<file path="config.mk">
export PLATFORM = sky130hd
export DESIGN_NAME = gpio_irq_ctrl
export DESIGN_NICKNAME = d
export VERILOG_FILES = /design/src/rtl/gpio_irq_pkg.sv /design/src/rtl/gpio_irq_sync.sv /design/src/rtl/gpio_irq_pin_set.sv /design/src/rtl/gpio_irq_bank_gate.sv /design/src/rtl/gpio_irq_ctrl.sv
export SDC_FILE = /design/constraint.sdc
export NUM_CORES = 1
export LEC_CHECK = 0
export BUFFER_PORTS_ARGS = -buffer_cell sky130_fd_sc_hd__buf_2
export CAP_MARGIN = 10
export CORE_MARGIN = 5
export CORE_UTILIZATION = 40
export CTS_BUF_LIST = sky130_fd_sc_hd__clkbuf_8 sky130_fd_sc_hd__clkbuf_16
export DETAILED_ROUTE_END_ITERATION = 8
export SLEW_MARGIN = 10
export SYNTH_ARGS = -nofsm -noshare
export SYNTH_HDL_FRONTEND = slang
export SYNTH_SLANG_ARGS = --single-unit
</file>
<file path="constraint.sdc">
create_clock -name clk_i -period 1.6 [get_ports clk_i]
set_input_delay 0.08 -clock clk_i [delete_from_list [all_inputs] [get_ports clk_i]]
set_output_delay 0.08 -clock clk_i [all_outputs]
set_load 0.05 [all_outputs]
</file>
<file path="src/rtl/gpio_irq_pkg.sv">
package gpio_irq_pkg;
  localparam int unsigned ADDR_W        = 8;
  localparam int unsigned REG_W         = 32;
  localparam int unsigned BANK_PINS     = 16;
  localparam int unsigned BANKS_PER_SET = REG_W / BANK_PINS;

  localparam logic [ADDR_W-1:0] OFS_BANK_EN  = 8'h08;
  localparam logic [ADDR_W-1:0] SET_BASE     = 8'h10;
  localparam logic [ADDR_W-1:0] SET_STRIDE   = 8'h28;
  localparam logic [ADDR_W-1:0] OFS_RISE_SET = 8'h14;
  localparam logic [ADDR_W-1:0] OFS_RISE_CLR = 8'h18;
  localparam logic [ADDR_W-1:0] OFS_FALL_SET = 8'h1C;
  localparam logic [ADDR_W-1:0] OFS_FALL_CLR = 8'h20;
  localparam logic [ADDR_W-1:0] OFS_STAT     = 8'h24;

  function automatic logic [ADDR_W-1:0] set_addr(input int unsigned k,
                                                 input logic [ADDR_W-1:0] ofs);
    logic [ADDR_W-1:0] base;
    base = SET_BASE + ADDR_W'(k) * SET_STRIDE;
    return base + ofs;
  endfunction
endpackage

</file>
<file path="src/rtl/gpio_irq_sync.sv">
module gpio_irq_sync #(
  parameter int unsigned W      = 32,
  parameter int unsigned STAGES = 2
) (
  input  logic         clk_i,
  input  logic         rst_ni,
  input  logic [W-1:0] d_i,
  output logic [W-1:0] q_o
);
  logic [STAGES-1:0][W-1:0] stage_q;

  always_ff @(posedge clk_i or negedge rst_ni) begin
    if (!rst_ni) stage_q[0] <= '0;
    else         stage_q[0] <= d_i;
  end

  for (genvar s = 1; s < STAGES; s++) begin : g_stage
    always_ff @(posedge clk_i or negedge rst_ni) begin
      if (!rst_ni) stage_q[s] <= '0;
      else         stage_q[s] <= stage_q[s-1];
    end
  end

  assign q_o = stage_q[STAGES-1];
endmodule

</file>
<file path="src/rtl/gpio_irq_pin_set.sv">
module gpio_irq_pin_set #(
  parameter int unsigned PINS = 32
) (
  input  logic            clk_i,
  input  logic            rst_ni,
  input  logic [PINS-1:0] pin_i,
  input  logic [PINS-1:0] rise_set_i,
  input  logic [PINS-1:0] rise_clr_i,
  input  logic [PINS-1:0] fall_set_i,
  input  logic [PINS-1:0] fall_clr_i,
  input  logic [PINS-1:0] stat_clr_i,
  output logic [PINS-1:0] rise_en_o,
  output logic [PINS-1:0] fall_en_o,
  output logic [PINS-1:0] stat_o,
  output logic [PINS-1:0] hit_o
);
  logic [PINS-1:0] prev_q, rise_en_q, fall_en_q, stat_q;
  logic [PINS-1:0] rose, fell;

  assign rose  = pin_i & ~prev_q;
  assign fell  = ~pin_i & prev_q;
  assign hit_o = (rose & rise_en_q) | (fell & fall_en_q);

  always_ff @(posedge clk_i or negedge rst_ni) begin
    if (!rst_ni) begin
      prev_q    <= '0;
      rise_en_q <= '0;
      fall_en_q <= '0;
      stat_q    <= '0;
    end else begin
      prev_q    <= pin_i;
      rise_en_q <= (rise_en_q | rise_set_i) & ~rise_clr_i;
      fall_en_q <= (fall_en_q | fall_set_i) & ~fall_clr_i;
      // a fresh event outranks a clear in the same cycle
      stat_q    <= (stat_q & ~stat_clr_i) | hit_o;
    end
  end

  assign rise_en_o = rise_en_q;
  assign fall_en_o = fall_en_q;
  assign stat_o    = stat_q;
endmodule

</file>
<file path="src/rtl/gpio_irq_bank_gate.sv">
module gpio_irq_bank_gate #(
  parameter int unsigned NUM_BANKS = 4,
  parameter int unsigned BANK_PINS = 16
) (
  input  logic                           clk_i,
  input  logic                           rst_ni,
  input  logic [NUM_BANKS*BANK_PINS-1:0] stat_i,
  input  logic [NUM_BANKS-1:0]           en_i,
  output logic [NUM_BANKS-1:0]           irq_o
);
  for (genvar b = 0; b < NUM_BANKS; b++) begin : g_bank
    always_ff @(posedge clk_i or negedge rst_ni) begin
      if (!rst_ni) irq_o[b] <= 1'b0;
      else         irq_o[b] <= en_i[b] & (|stat_i[b*BANK_PINS +: BANK_PINS]);
    end
  end
endmodule

</file>
<file path="src/rtl/gpio_irq_ctrl.sv">
module gpio_irq_ctrl
  import gpio_irq_pkg::*;
#(
  parameter int unsigned NUM_SETS    = 2,
  parameter int unsigned SYNC_STAGES = 2
) (
  input  logic                          clk_i,
  input  logic                          rst_ni,
  input  logic [NUM_SETS*REG_W-1:0]     pins_i,
  input  logic [ADDR_W-1:0]             reg_addr_i,
  input  logic                          reg_wr_i,
  input  logic [REG_W-1:0]              reg_wdata_i,
  output logic [REG_W-1:0]              reg_rdata_o,
  output logic [NUM_SETS*BANKS_PER_SET-1:0] irq_o
);
  localparam int unsigned NUM_PINS  = NUM_SETS * REG_W;
  localparam int unsigned NUM_BANKS = NUM_SETS * BANKS_PER_SET;

  logic [NUM_PINS-1:0] pins_sync;
  logic [NUM_SETS-1:0][REG_W-1:0] set_rise_en, set_fall_en, set_stat, set_hit;
  logic [NUM_SETS-1:0][REG_W-1:0] rset_mask, rclr_mask, fset_mask, fclr_mask, sclr_mask;
  logic [NUM_PINS-1:0]  all_stat, all_hit, all_sclr, all_ren, all_rset, all_fen, all_fset;
  logic [NUM_BANKS-1:0] bank_en_q;

  gpio_irq_sync #(.W(NUM_PINS), .STAGES(SYNC_STAGES)) u_sync (
    .clk_i (clk_i),
    .rst_ni(rst_ni),
    .d_i   (pins_i),
    .q_o   (pins_sync)
  );

  for (genvar k = 0; k < NUM_SETS; k++) begin : g_set
    assign rset_mask[k] = (reg_wr_i && reg_addr_i == set_addr(k, OFS_RISE_SET)) ? reg_wdata_i : '0;
    assign rclr_mask[k] = (reg_wr_i && reg_addr_i == set_addr(k, OFS_RISE_CLR)) ? reg_wdata_i : '0;
    assign fset_mask[k] = (reg_wr_i && reg_addr_i == set_addr(k, OFS_FALL_SET)) ? reg_wdata_i : '0;
    assign fclr_mask[k] = (reg_wr_i && reg_addr_i == set_addr(k, OFS_FALL_CLR)) ? reg_wdata_i : '0;
    assign sclr_mask[k] = (reg_wr_i && reg_addr_i == set_addr(k, OFS_STAT))     ? reg_wdata_i : '0;

    gpio_irq_pin_set #(.PINS(REG_W)) u_set (
      .clk_i     (clk_i),
      .rst_ni    (rst_ni),
      .pin_i     (pins_sync[k*REG_W +: REG_W]),
      .rise_set_i(rset_mask[k]),
      .rise_clr_i(rclr_mask[k]),
      .fall_set_i(fset_mask[k]),
      .fall_clr_i(fclr_mask[k]),
      .stat_clr_i(sclr_mask[k]),
      .rise_en_o (set_rise_en[k]),
      .fall_en_o (set_fall_en[k]),
      .stat_o    (set_stat[k]),
      .hit_o     (set_hit[k])
    );
  end

  assign all_stat = set_stat;
  assign all_hit  = set_hit;
  assign all_sclr = sclr_mask;
  assign all_ren  = set_rise_en;
  assign all_rset = rset_mask;
  assign all_fen  = set_fall_en;
  assign all_fset = fset_mask;

  always_ff @(posedge clk_i or negedge rst_ni) begin
    if (!rst_ni)                                   bank_en_q <= '0;
    else if (reg_wr_i && reg_addr_i == OFS_BANK_EN) bank_en_q <= reg_wdata_i[NUM_BANKS-1:0];
  end

  gpio_irq_bank_gate #(.NUM_BANKS(NUM_BANKS), .BANK_PINS(BANK_PINS)) u_gate (
    .clk_i (clk_i),
    .rst_ni(rst_ni),
    .stat_i(all_stat),
    .en_i  (bank_en_q),
    .irq_o (irq_o)
  );

  always_comb begin
    reg_rdata_o = '0;
    if (reg_addr_i == OFS_BANK_EN) reg_rdata_o = REG_W'(bank_en_q);
    for (int unsigned k = 0; k < NUM_SETS; k++) begin
      if (reg_addr_i == set_addr(k, OFS_RISE_SET) || reg_addr_i == set_addr(k, OFS_RISE_CLR))
        reg_rdata_o = set_rise_en[k];
      if (reg_addr_i == set_addr(k, OFS_FALL_SET) || reg_addr_i == set_addr(k, OFS_FALL_CLR))
        reg_rdata_o = set_fall_en[k];
      if (reg_addr_i == set_addr(k, OFS_STAT))
        reg_rdata_o = set_stat[k];
    end
  end
endmodule

</file>
# Yosys cells after proc, flatten, opt, wreduce, memory -nomap -nowiden
# Index checks and enable logic that the tools add are counted.
dict set report word_totals {
  wordCells 98
  in_bits 107
  output_inout_bits 36
  regBits 392
}
dict set report classes {
  mux 17
  bitwise 36
  n_reduce_logical 19
  n_eq_ne 11
}
# operator count
set ops {}
lappend ops {{32-bit two-way mux} 16}
lappend ops {{32-bit bitwise AND} 14}
lappend ops {{32-bit inverter} 10}
lappend ops {{32-bit bitwise OR} 8}
lappend ops {{16-bit OR reduction} 4}
lappend ops {{8-bit by 6-bit equality test with 1-bit output, second input constant} 5}
lappend ops {{8-bit by 7-bit equality test with 1-bit output, second input constant} 5}
lappend ops {{1-bit logical AND} 11}
lappend ops {{8-bit by 4-bit equality test with 1-bit output, second input constant} 1}
lappend ops {{1-bit bitwise AND} 4}
lappend ops {{1-bit logical OR} 4}
lappend ops {{4-bit two-way mux} 1}

# Depth between registers and ports, before layout
# Gate-level depths: netlist (run 1).
dict set report logic_depth {
  depth_word 8
  depth_mapped 7
}

# By module
# Synthesis (run 1) repeated with hierarchy kept, for this count alone.
dict set report unflattened {
  hier_cells 1690
  hier_area_um2 17389.2
}
# mod seq_area_each_um2 area_per_inst_um2 cells_per_inst n_inst
set by_module_without_submodules {}
lappend by_module_without_submodules {gpio_irq_pin_set 3203.1 4604.4 416 2}
lappend by_module_without_submodules {gpio_irq_ctrl 100.1 4246.6 638 1}
lappend by_module_without_submodules {gpio_irq_sync 3203.1 3683.5 192 1}
lappend by_module_without_submodules {gpio_irq_bank_gate 100.1 250.2 28 1}

# Worst setup path before layout (run 1)
# OpenSTA, ideal clock, no wires.
dict set report synth_path {
  kind {input to output}
  start {in reg_addr_i[1]}
  end {out reg_rdata_o[0]}
  arrival_ns 2.003
  stages 5
  setup_slack_ns -0.483
  path_buffers 1
  path_cell_list {or3_4 -> nor4b_4 -> buf_2 -> nand2_1 -> a32oi_1}
}
dict set report synth_via {
  elab_chain_len 8
  elab_cells_between_ends 22
}
# item line_no
set synth_lines {}
lappend synth_lines {{start: declaration} gpio_irq_ctrl.sv:10} ;# input logic [ADDR_W-1:0] reg_addr_i,
lappend synth_lines {{8-bit by 4-bit equality test with 1-bit output / 8-bit by 6-bit equality test with 1-bit output (equally long branches)} {gpio_irq_ctrl.sv:78, gpio_irq_ctrl.sv:80}}
lappend synth_lines {{4-bit two-way mux / 1-bit logical OR (equally long branches)} {gpio_irq_ctrl.sv:78, gpio_irq_ctrl.sv:80}}
lappend synth_lines {{32-bit two-way mux} gpio_irq_ctrl.sv:80} ;# if (reg_addr_i == set_addr(k, OFS_RISE_SET) || reg_addr_i == set_addr(k, OFS_RISE_CLR))
lappend synth_lines {{32-bit two-way mux} gpio_irq_ctrl.sv:82} ;# if (reg_addr_i == set_addr(k, OFS_FALL_SET) || reg_addr_i == set_addr(k, OFS_FALL_CLR))
lappend synth_lines {{32-bit two-way mux} gpio_irq_ctrl.sv:84} ;# if (reg_addr_i == set_addr(k, OFS_STAT))
lappend synth_lines {{32-bit two-way mux} gpio_irq_ctrl.sv:80}
lappend synth_lines {{32-bit two-way mux} gpio_irq_ctrl.sv:82}
lappend synth_lines {{32-bit two-way mux *} gpio_irq_ctrl.sv:84}
lappend synth_lines {{end: declaration} gpio_irq_ctrl.sv:13} ;# output logic [REG_W-1:0] reg_rdata_o,
# Mark *: on every way between the ends. The rest lies on a longest branch, timed or not.

# Final worst setup path (run 1)
dict set report layout_path {
  start {reg g_set[0].u_set.fall_en_q[31]}
  end {out reg_rdata_o[31]}
}
dict set report layout_via {
  elab_chain_len 5
}
# item line_no
set layout_lines {}
lappend layout_lines {{start: declaration} gpio_irq_pin_set.sv:17} ;# logic [PINS-1:0] prev_q, rise_en_q, fall_en_q, stat_q;
lappend layout_lines {{start signal: assignment} gpio_irq_pin_set.sv:33} ;# fall_en_q <= (fall_en_q | fall_set_i) & ~fall_clr_i;
lappend layout_lines {{32-bit two-way mux} gpio_irq_ctrl.sv:82}
lappend layout_lines {{32-bit two-way mux} gpio_irq_ctrl.sv:84}
lappend layout_lines {{32-bit two-way mux} gpio_irq_ctrl.sv:80}
lappend layout_lines {{32-bit two-way mux} gpio_irq_ctrl.sv:82}
lappend layout_lines {{32-bit two-way mux} gpio_irq_ctrl.sv:84}
# No other way between the ends.

==> results of run 1 <==
[layout make-up]
type,count,area [um2]
multi-input combinational,873,5920
inverter,134,503
fill,3450,18200
timing repair buffer,445,3980
sequential,392,9810
clock inverter,22,233
tap,532,666
antenna,1,2.50
clock buffer,55,1260
[power by group through the flow]
| stage | clock, mW | sequential (mW) | combinational, mW |
|---|---|---|---|
| after floorplan | 0 | 10.7 | 0.898 |
| after global placement | 0 | 10.8 | 1.65 |
| after detailed placement | 0 | 10.8 | 1.69 |
| after CTS | 10.6 | 10.6 | 2.02 |
| after global routing | 11.0 | 10.7 | 2.25 |
| final | 10.4 | 10.6 | 2.07 |
[flip-flops by register name, indices dropped and copies added, names as in the netlist]
name / flops
u_sync.stage_q: 64
g_set.u_set.fall_en_o: 64
g_set.u_set.rise_en_o: 64
u_sync.q_o: 64
bank_en_q: 4
g_set.u_set.stat_o: 64
u_gate.irq_o: 4
g_set.u_set.prev_q: 64
[layer usage]
metal	wire length (um)	global-route usage (%)	vias up
li1	-	-	6198
met1	22700	31.9	6876
met2	24300	36.4	546
met3	3490	4.85	130
met4	1810	8.57	4
met5	23	0	-
[layout by cell type, fill, tap and decap left out, drive strengths merged, types with 3 or more instances in the layout]
| cell | netlist | final |
|---|---|---|
| dfrtp | 392 | 392 |
| nand2b | 4 | 4 |
| o221ai | 3 | 3 |
| buf | 54 | 347 |
| o211ai | 67 | 67 |
| nand2 | 189 | 189 |
| bufinv | 0 | 5 |
| o32a | 8 | 8 |
| nor4 | 22 | 22 |
| o22ai | 29 | 29 |
| a221oi | 27 | 27 |
| o311a | 4 | 4 |
| dlygate4sd3 | 0 | 98 |
| a21oi | 138 | 138 |
| a41oi | 4 | 4 |
| or3 | 20 | 20 |
| inv | 134 | 142 |
| and3b | 3 | 3 |
| nand3b | 64 | 64 |
| a22oi | 142 | 142 |
| nand4 | 10 | 10 |
| clkbuf | 63 | 55 |
| clkinv | 0 | 8 |
| a21o | 9 | 9 |
| maj3 | 4 | 4 |
| nor3 | 5 | 5 |
| o21ai | 97 | 97 |
| nor2b | 4 | 4 |
| nand4b | 4 | 4 |
| a32oi | 6 | 6 |
[worst reg2reg max path, delay by kind of cell (launching register included)]
| kind | cells | cell delay [ps] |
|---|---|---|
| AND/OR/NAND/NOR | 1 | 580 |
| AO/OA/AOI/OAI | 1 | 190 |
| buffers and inverters | 1 | 230 |
| flip-flops | 1 | 410 |
[stage by stage]
step / worst slack [ps] / cells / util [%] / hold slack [ps]
after detailed placement: -396 / 2198 / 46.4 / 36.2
after global routing: -404 / 2454 / 55.2 / 61.9
after floorplan: -124 / 1516 / - / -216
after CTS: -397 / 2434 / 54.6 / 28.8
after global placement: -372 / 2198 / 46.4 / 33.4
final: -367 / 2454 / 55.2 / 36.0
[path summary, 6_finish.rpt]
kind / slack (ps) / from / cells after the start / end
min in group clk_i: 150 / pins_i[47] / 2 / u_sync.stage_q[47]
setup / recovery: -370 / g_set[0].u_set.fall_en_o[31] / 4 / reg_rdata_o[31]
hold reg to reg: 340 / u_sync.stage_q[46] / 0 / u_sync.q_o[46]
hold / removal: 40 / rst_ni / 2 / g_set[0].u_set.prev_q[16]
setup reg to reg: 0 / g_set[1].u_set.stat_o[15] / 3 / u_gate.irq_o[2]
max in group asynchronous: 890 / rst_ni / 3 / g_set[0].u_set.prev_q[11]
[repair_timing]
action                                  in CTS  in global routing
endpoints found under the setup margin      32                 32
hold buffers                                98                  0
gates cloned                                 3                  0
gates resized for setup                     86                 21
hold endpoints to repair                   642                  0
pin swaps                                   63                 31
setup buffers                               58                 20
[synthesized netlist by cell type, types with 3 or more instances]
| library cell | number | area, um2 |
|---|---|---|
| o22ai_1 | 29 | 181 |
| nor3_1 | 4 | 20.0 |
| a41oi_1 | 4 | 35.0 |
| buf_1 | 3 | 11.3 |
| a32oi_1 | 6 | 52.6 |
| nor4_2 | 3 | 37.5 |
| o21ai_0 | 67 | 335 |
| nor4_1 | 16 | 100 |
| nand4b_1 | 4 | 35.0 |
| o311a_1 | 4 | 40.0 |
| maj3_1 | 4 | 40.0 |
| buf_6 | 7 | 78.8 |
| a22oi_2 | 8 | 100 |
| clkbuf_1 | 63 | 236 |
| o32a_1 | 8 | 80.1 |
| and3b_1 | 3 | 26.3 |
| a221oi_1 | 27 | 236 |
| o221ai_1 | 3 | 26.3 |
| dfrtp_1 | 392 | 9810 |
| nand3b_1 | 64 | 480 |
| buf_2 | 44 | 220 |
| o211ai_1 | 67 | 503 |
| nor2b_1 | 4 | 25.0 |
| a22oi_1 | 134 | 1010 |
| a21oi_1 | 138 | 691 |
| nor4_4 | 3 | 63.8 |
| inv_1 | 133 | 499 |
| nand2b_1 | 4 | 25.0 |
| or3_1 | 19 | 119 |
| nand2_1 | 188 | 706 |
| nand4_1 | 10 | 62.6 |
| o21ai_1 | 10 | 50.1 |
| o21ai_2 | 20 | 175 |
| a21o_1 | 9 | 67.6 |
[kinds of logic (layout without fill, tap and decap cells)]
kind of cell / count (synthesis) / count (layout) / synth area share [%]
buffers and inverters: 251 / 656 / 6.44
adders and majority gates: 4 / 4 / 0.246
other: 0 / 1 / 0
DFF: 392 / 392 / 60.2
and+or+nand+nor: 333 / 333 / 11.0
AOI/OAI and AO/OA: 535 / 535 / 22.0
xor gates and xnor gates: 1 / 1 / 0.0538
==> results.md, run 1 <==
* CP max-delay cell: dfrtp_1
* H-tree depth at 2
* Clock latency on the worst-skew pair at 570 ps
* Fin. max-slew vios at 0
* Net switching power at 5.54 mW
* Total core area at 0.0406 mm2
* Worst-path clk slew at 60 ps
* Largest stage delay on the critical path at 380 ps
* Synth Instances at 1,516
* Final setup fails at 33
* Clock buffer depth at 3
* PwrDens at 1030 mW/mm2
* Detailed Place HPWL at 33,600 um
* Worst EP arrival at 1890 ps
* Max transition margin at 59.0%
* Residual DRC count at 0
* Pin count of the biggest net entering global routing at 59
* Sw frac at 23.9%
* Post-Synthesis Mean Instance Area at 10.7 um2
* Final WS setup at -367 ps
* Final instance area at 0.0224 mm2
* Vias in the first global route at 13.9k
* CTS tree: built
* Yosys warnings at 0
* RSZ-0062 raised after global routing: yes
* Max Fclk at 0.508 GHz
* Die Width at 212 um
* Setup Skew at 14.2 ps
* Initial drt markers at 1,297
* Initial antenna violation count at 3
* Slew at the pin closest to its max-slew limit at 609 ps
* Gpl congestion at 0.860
* Critical path launch point type: register
* VDD IR max at 0.874 mV
* Clock share of power at 45.1%
* Hold/Removal Path Class: in2async
* Die Y at 212 um
* CP Capture Type: output pin
* Std-Cell Rows at 74
* Overall Power at 23.1 mW
* 1st-pass router iterations at 5
* Internal at 17.6 mW
* GRT Util Overall at 23.1%
* Crit path buf inv count at 1
* Syn_nets at 1,623
* Flops & latches, synth at 392
* Crit-path max FO at 4
* IO Port Bufs at 142
* Mapped cell area at 0.0163 mm2
* Die Area at 0.0449 mm2
* Vias per inst at 5.60
* Global-route wire length before repair at 80,500 um
* Post-DR wirelength/cell at 21.3 um
* Endpoints failing hold at 0
* Post-synthesis sequential area ratio at 60.2%
* Area after DPL at 0.0188 mm2
* Tmin final at 1970 ps
* Routed Antenna Nets at 0
* Yosys cell types at 48
* Total wire length at 52,300 um
* Remaining global-route overflow at 0
* CP Cell Sequence: a21oi_1, or3_1, a22oi_2, buf_12
* Max cap viols at 0
* Crit Path Class: reg2out
* Asr flop ratio synth at 100%
* Syn-to-layout area delta at 37.3%
* Nets at 1,996
* Sequential Power Share at 46.0%
* Initial Util at 40.2%
* Lkg Pwr at 9.74 nW
* Primary FF master, synth: dfrtp_1
* Layout cells sized above 1 at 27.7%
* Crit path max-delay family: compound AO/OA/AOI/OAI gates
* Num CTS Buffers at 43
* Clock Tree Root: clkbuf_16
* I/O pin total at 143
* Failing checks: negative setup slack
* Critical Path RT at 1520 ps
* Status: finished, violations left
* Setup TNS Final at -8830 ps
* Combinational fraction of design power at 8.9%
* Vias at 13.8k
* Clock Sinks at 392
* Tcrit/Tclk final at 123%
* EDFF count, synth at 0
Power figures use the tool's default switching activity.
==> run 2, diff against run 1 <==
--- a/config.mk
+++ b/config.mk
@@ -14,4 +14,5 @@
 export SLEW_MARGIN = 10
 export SYNTH_ARGS = -nofsm -noshare
 export SYNTH_HDL_FRONTEND = slang
+export SYNTH_HIERARCHICAL = 1
 export SYNTH_SLANG_ARGS = --single-unit
==> run 2 against run 1 <==
Against the previous run: the flow still finishes with violations (negative setup slack); area after synthesis up 4.8%; core utilization down 2.0 points; clock-buffer cell count is 2 lower; setup slack got worse by 170 ps; worst hold slack got worse by 14 ps; critical path depth rose by 2; routed wire length is 6.6% lower; largest cell class unchanged; largest power group is now the clock network.
==> results.md, run 2 <==
* Num CTS Buffers at 44
* Slew at the pin closest to its max-slew limit at 617 ps
* Syn_nets at 1,733
* GRT Util Overall at 20.9%
* R2R depth at 3
* CP max-delay cell: dfrtp_1
* Tmin final at 2140 ps
* Layout cells sized above 1 at 22.7%
* Tcrit/Tclk final at 134%
* Die Area at 0.0469 mm2
* Overall Power at 23.3 mW
* Utilization after layout at 53.2%
* Global-route wire length before repair at 77,200 um
* Std-Cell Rows at 75
* Syn-to-layout area delta at 31.1%
* Worst-path clk slew at 60 ps
* Total core area at 0.0420 mm2
* Fin. max-slew vios at 0
* Initial drt markers at 1,011
* RSZ-0062 raised after global routing: yes
* Mapped cell area at 0.0171 mm2
* Crit Path Class: reg2out
* Crit-path max FO at 2
* Routed Antenna Nets at 0
* Vias in the first global route at 13.4k
* Non-Filler Instances at 2,507
* Synth Instances at 1,626
* VDD IR max at 0.675 mV
* Critical Path RT at 1520 ps
* Final setup fails at 32
* Max Fclk at 0.467 GHz
* Failing checks: negative setup slack
* Worst EP arrival at 2060 ps
* I/O pin total at 143
* CTS tree: built
* Lkg Pwr at 10.4 nW
* Setup TNS Final at -7400 ps
* Die Width at 217 um
* Setup Skew at 16.6 ps
* Hold/Removal Path Class: in2async
* Placed cells at 2,285
* IO Port Bufs at 142
* PwrDens at 1040 mW/mm2
* H-tree depth at 2
* Remaining global-route overflow at 0
* Die Y at 217 um
* Vias at 13.0k
* Vias per inst at 5.18
* Most frequent cells in the layout: dfrtp_1 (392), and2_1 (322), nor2_1 (266)
* Endpoints failing hold at 0
* Detailed Place HPWL at 32,500 um
* Max transition margin at 58.5%
* Residual DRC count at 0
* Initial Util at 40.6%
* Area of the multi-input gates at 0.00649 mm2
* Initial antenna violation count at 1
* Clock Tree Root: clkbuf_16
* Status: finished, violations left
* Clock buffer depth at 3
* Largest stage delay on the critical path at 340 ps
* Nets at 2,038
* Total wire length at 48,900 um
* Yosys warnings at 6
* Post-DR wirelength/cell at 19.5 um
* Pin count of the biggest net entering global routing at 65
* Max cap viols at 0
* 1st-pass router iterations at 5
* Post-Synthesis Mean Instance Area at 10.5 um2
* CP Capture Type: output pin
* Crit path buf inv count at 2
* Gpl congestion at 0.888
* Register Area at 0.00981 mm2
* Most common cell after layout, fill and taps aside: dfrtp_1
* Critical path launch point type: register
* Clock Sinks at 392
* Fillers at 3,654
* Clock latency on the worst-skew pair at 560 ps
* Final WS setup at -541 ps
* Cell count along the critical path at 6
* Crit path max-delay family: compound AO/OA/AOI/OAI gates
* CP Cell Sequence: inv_1, maj3_2, and3_4, a211o_1, a32oi_4, buf_6
## run 2: cell count changes in the layout (fill, tap and decap cells not counted), moves of 67 or more
cell / delta
and2_1: +322
a22oi_1: -93
a21oi_1: -107
o221ai_1: +67
nand2_1: -113
nor2_1: +266
## run 2: per-stage QoR
step,instance area [um2],worst slack (ps),hold slack [ps]
4_1_cts,22300,-580,8.78
6_report,22400,-541,21.9
5_1_grt,22400,-658,39.5
3_3_place_gp,19100,-360,18.5
2_1_floorplan,17300,-169,-216
3_5_place_dp,19100,-370,20.8
## run 2: path summary, 6_finish.rpt
path,startpoint,endpoint,slack [ps]
max in group asynchronous,rst_ni,g_set[1].u_set/rise_en_o[21],870
min reg2reg,u_sync/stage_q[55],u_sync/q_o[55],340
min in group clk_i,pins_i[47],u_sync/stage_q[47],150
min,rst_ni,u_sync/q_o[32],20
max reg2reg,g_set[1].u_set/stat_o[2],u_gate/irq_o[2],160
max,g_set[1].u_set/fall_en_o[1],reg_rdata_o[1],-540
## run 2: routing by layer
metal,wire length [um],track usage [%]
met5,0,0
met1,21700,29.1
met3,2880,3.77
met2,23100,33.6
met4,1190,6.25
## run 2: layout make-up
cell class / count / area share [%]
tap: 539 / 3.01
inverter: 72 / 1.21
antenna: 1 / 0.0112
clock buffer: 53 / 5.53
multi-input combinational: 1027 / 29.0
timing repair buffer: 394 / 15.8
clock inverter: 29 / 1.61
sequential: 392 / 43.8
## run 2: power breakdown
part	total, mW	switching, mW	internal [mW]
Clock	10.9	4.13	6.80
Combinational	1.63	0.866	0.768
Sequential	10.8	0.352	10.4
## run 2: what timing repair did
action / 4_1_cts / 5_1_grt
pin swaps: 39 / 23
resized for setup: 82 / 6
hold buffers: 97 / 0
endpoints found under the hold margin: 641 / 0
setup buffers: 37 / 5
endpoints found under the setup margin: 32 / 32
cloned: 3 / 0
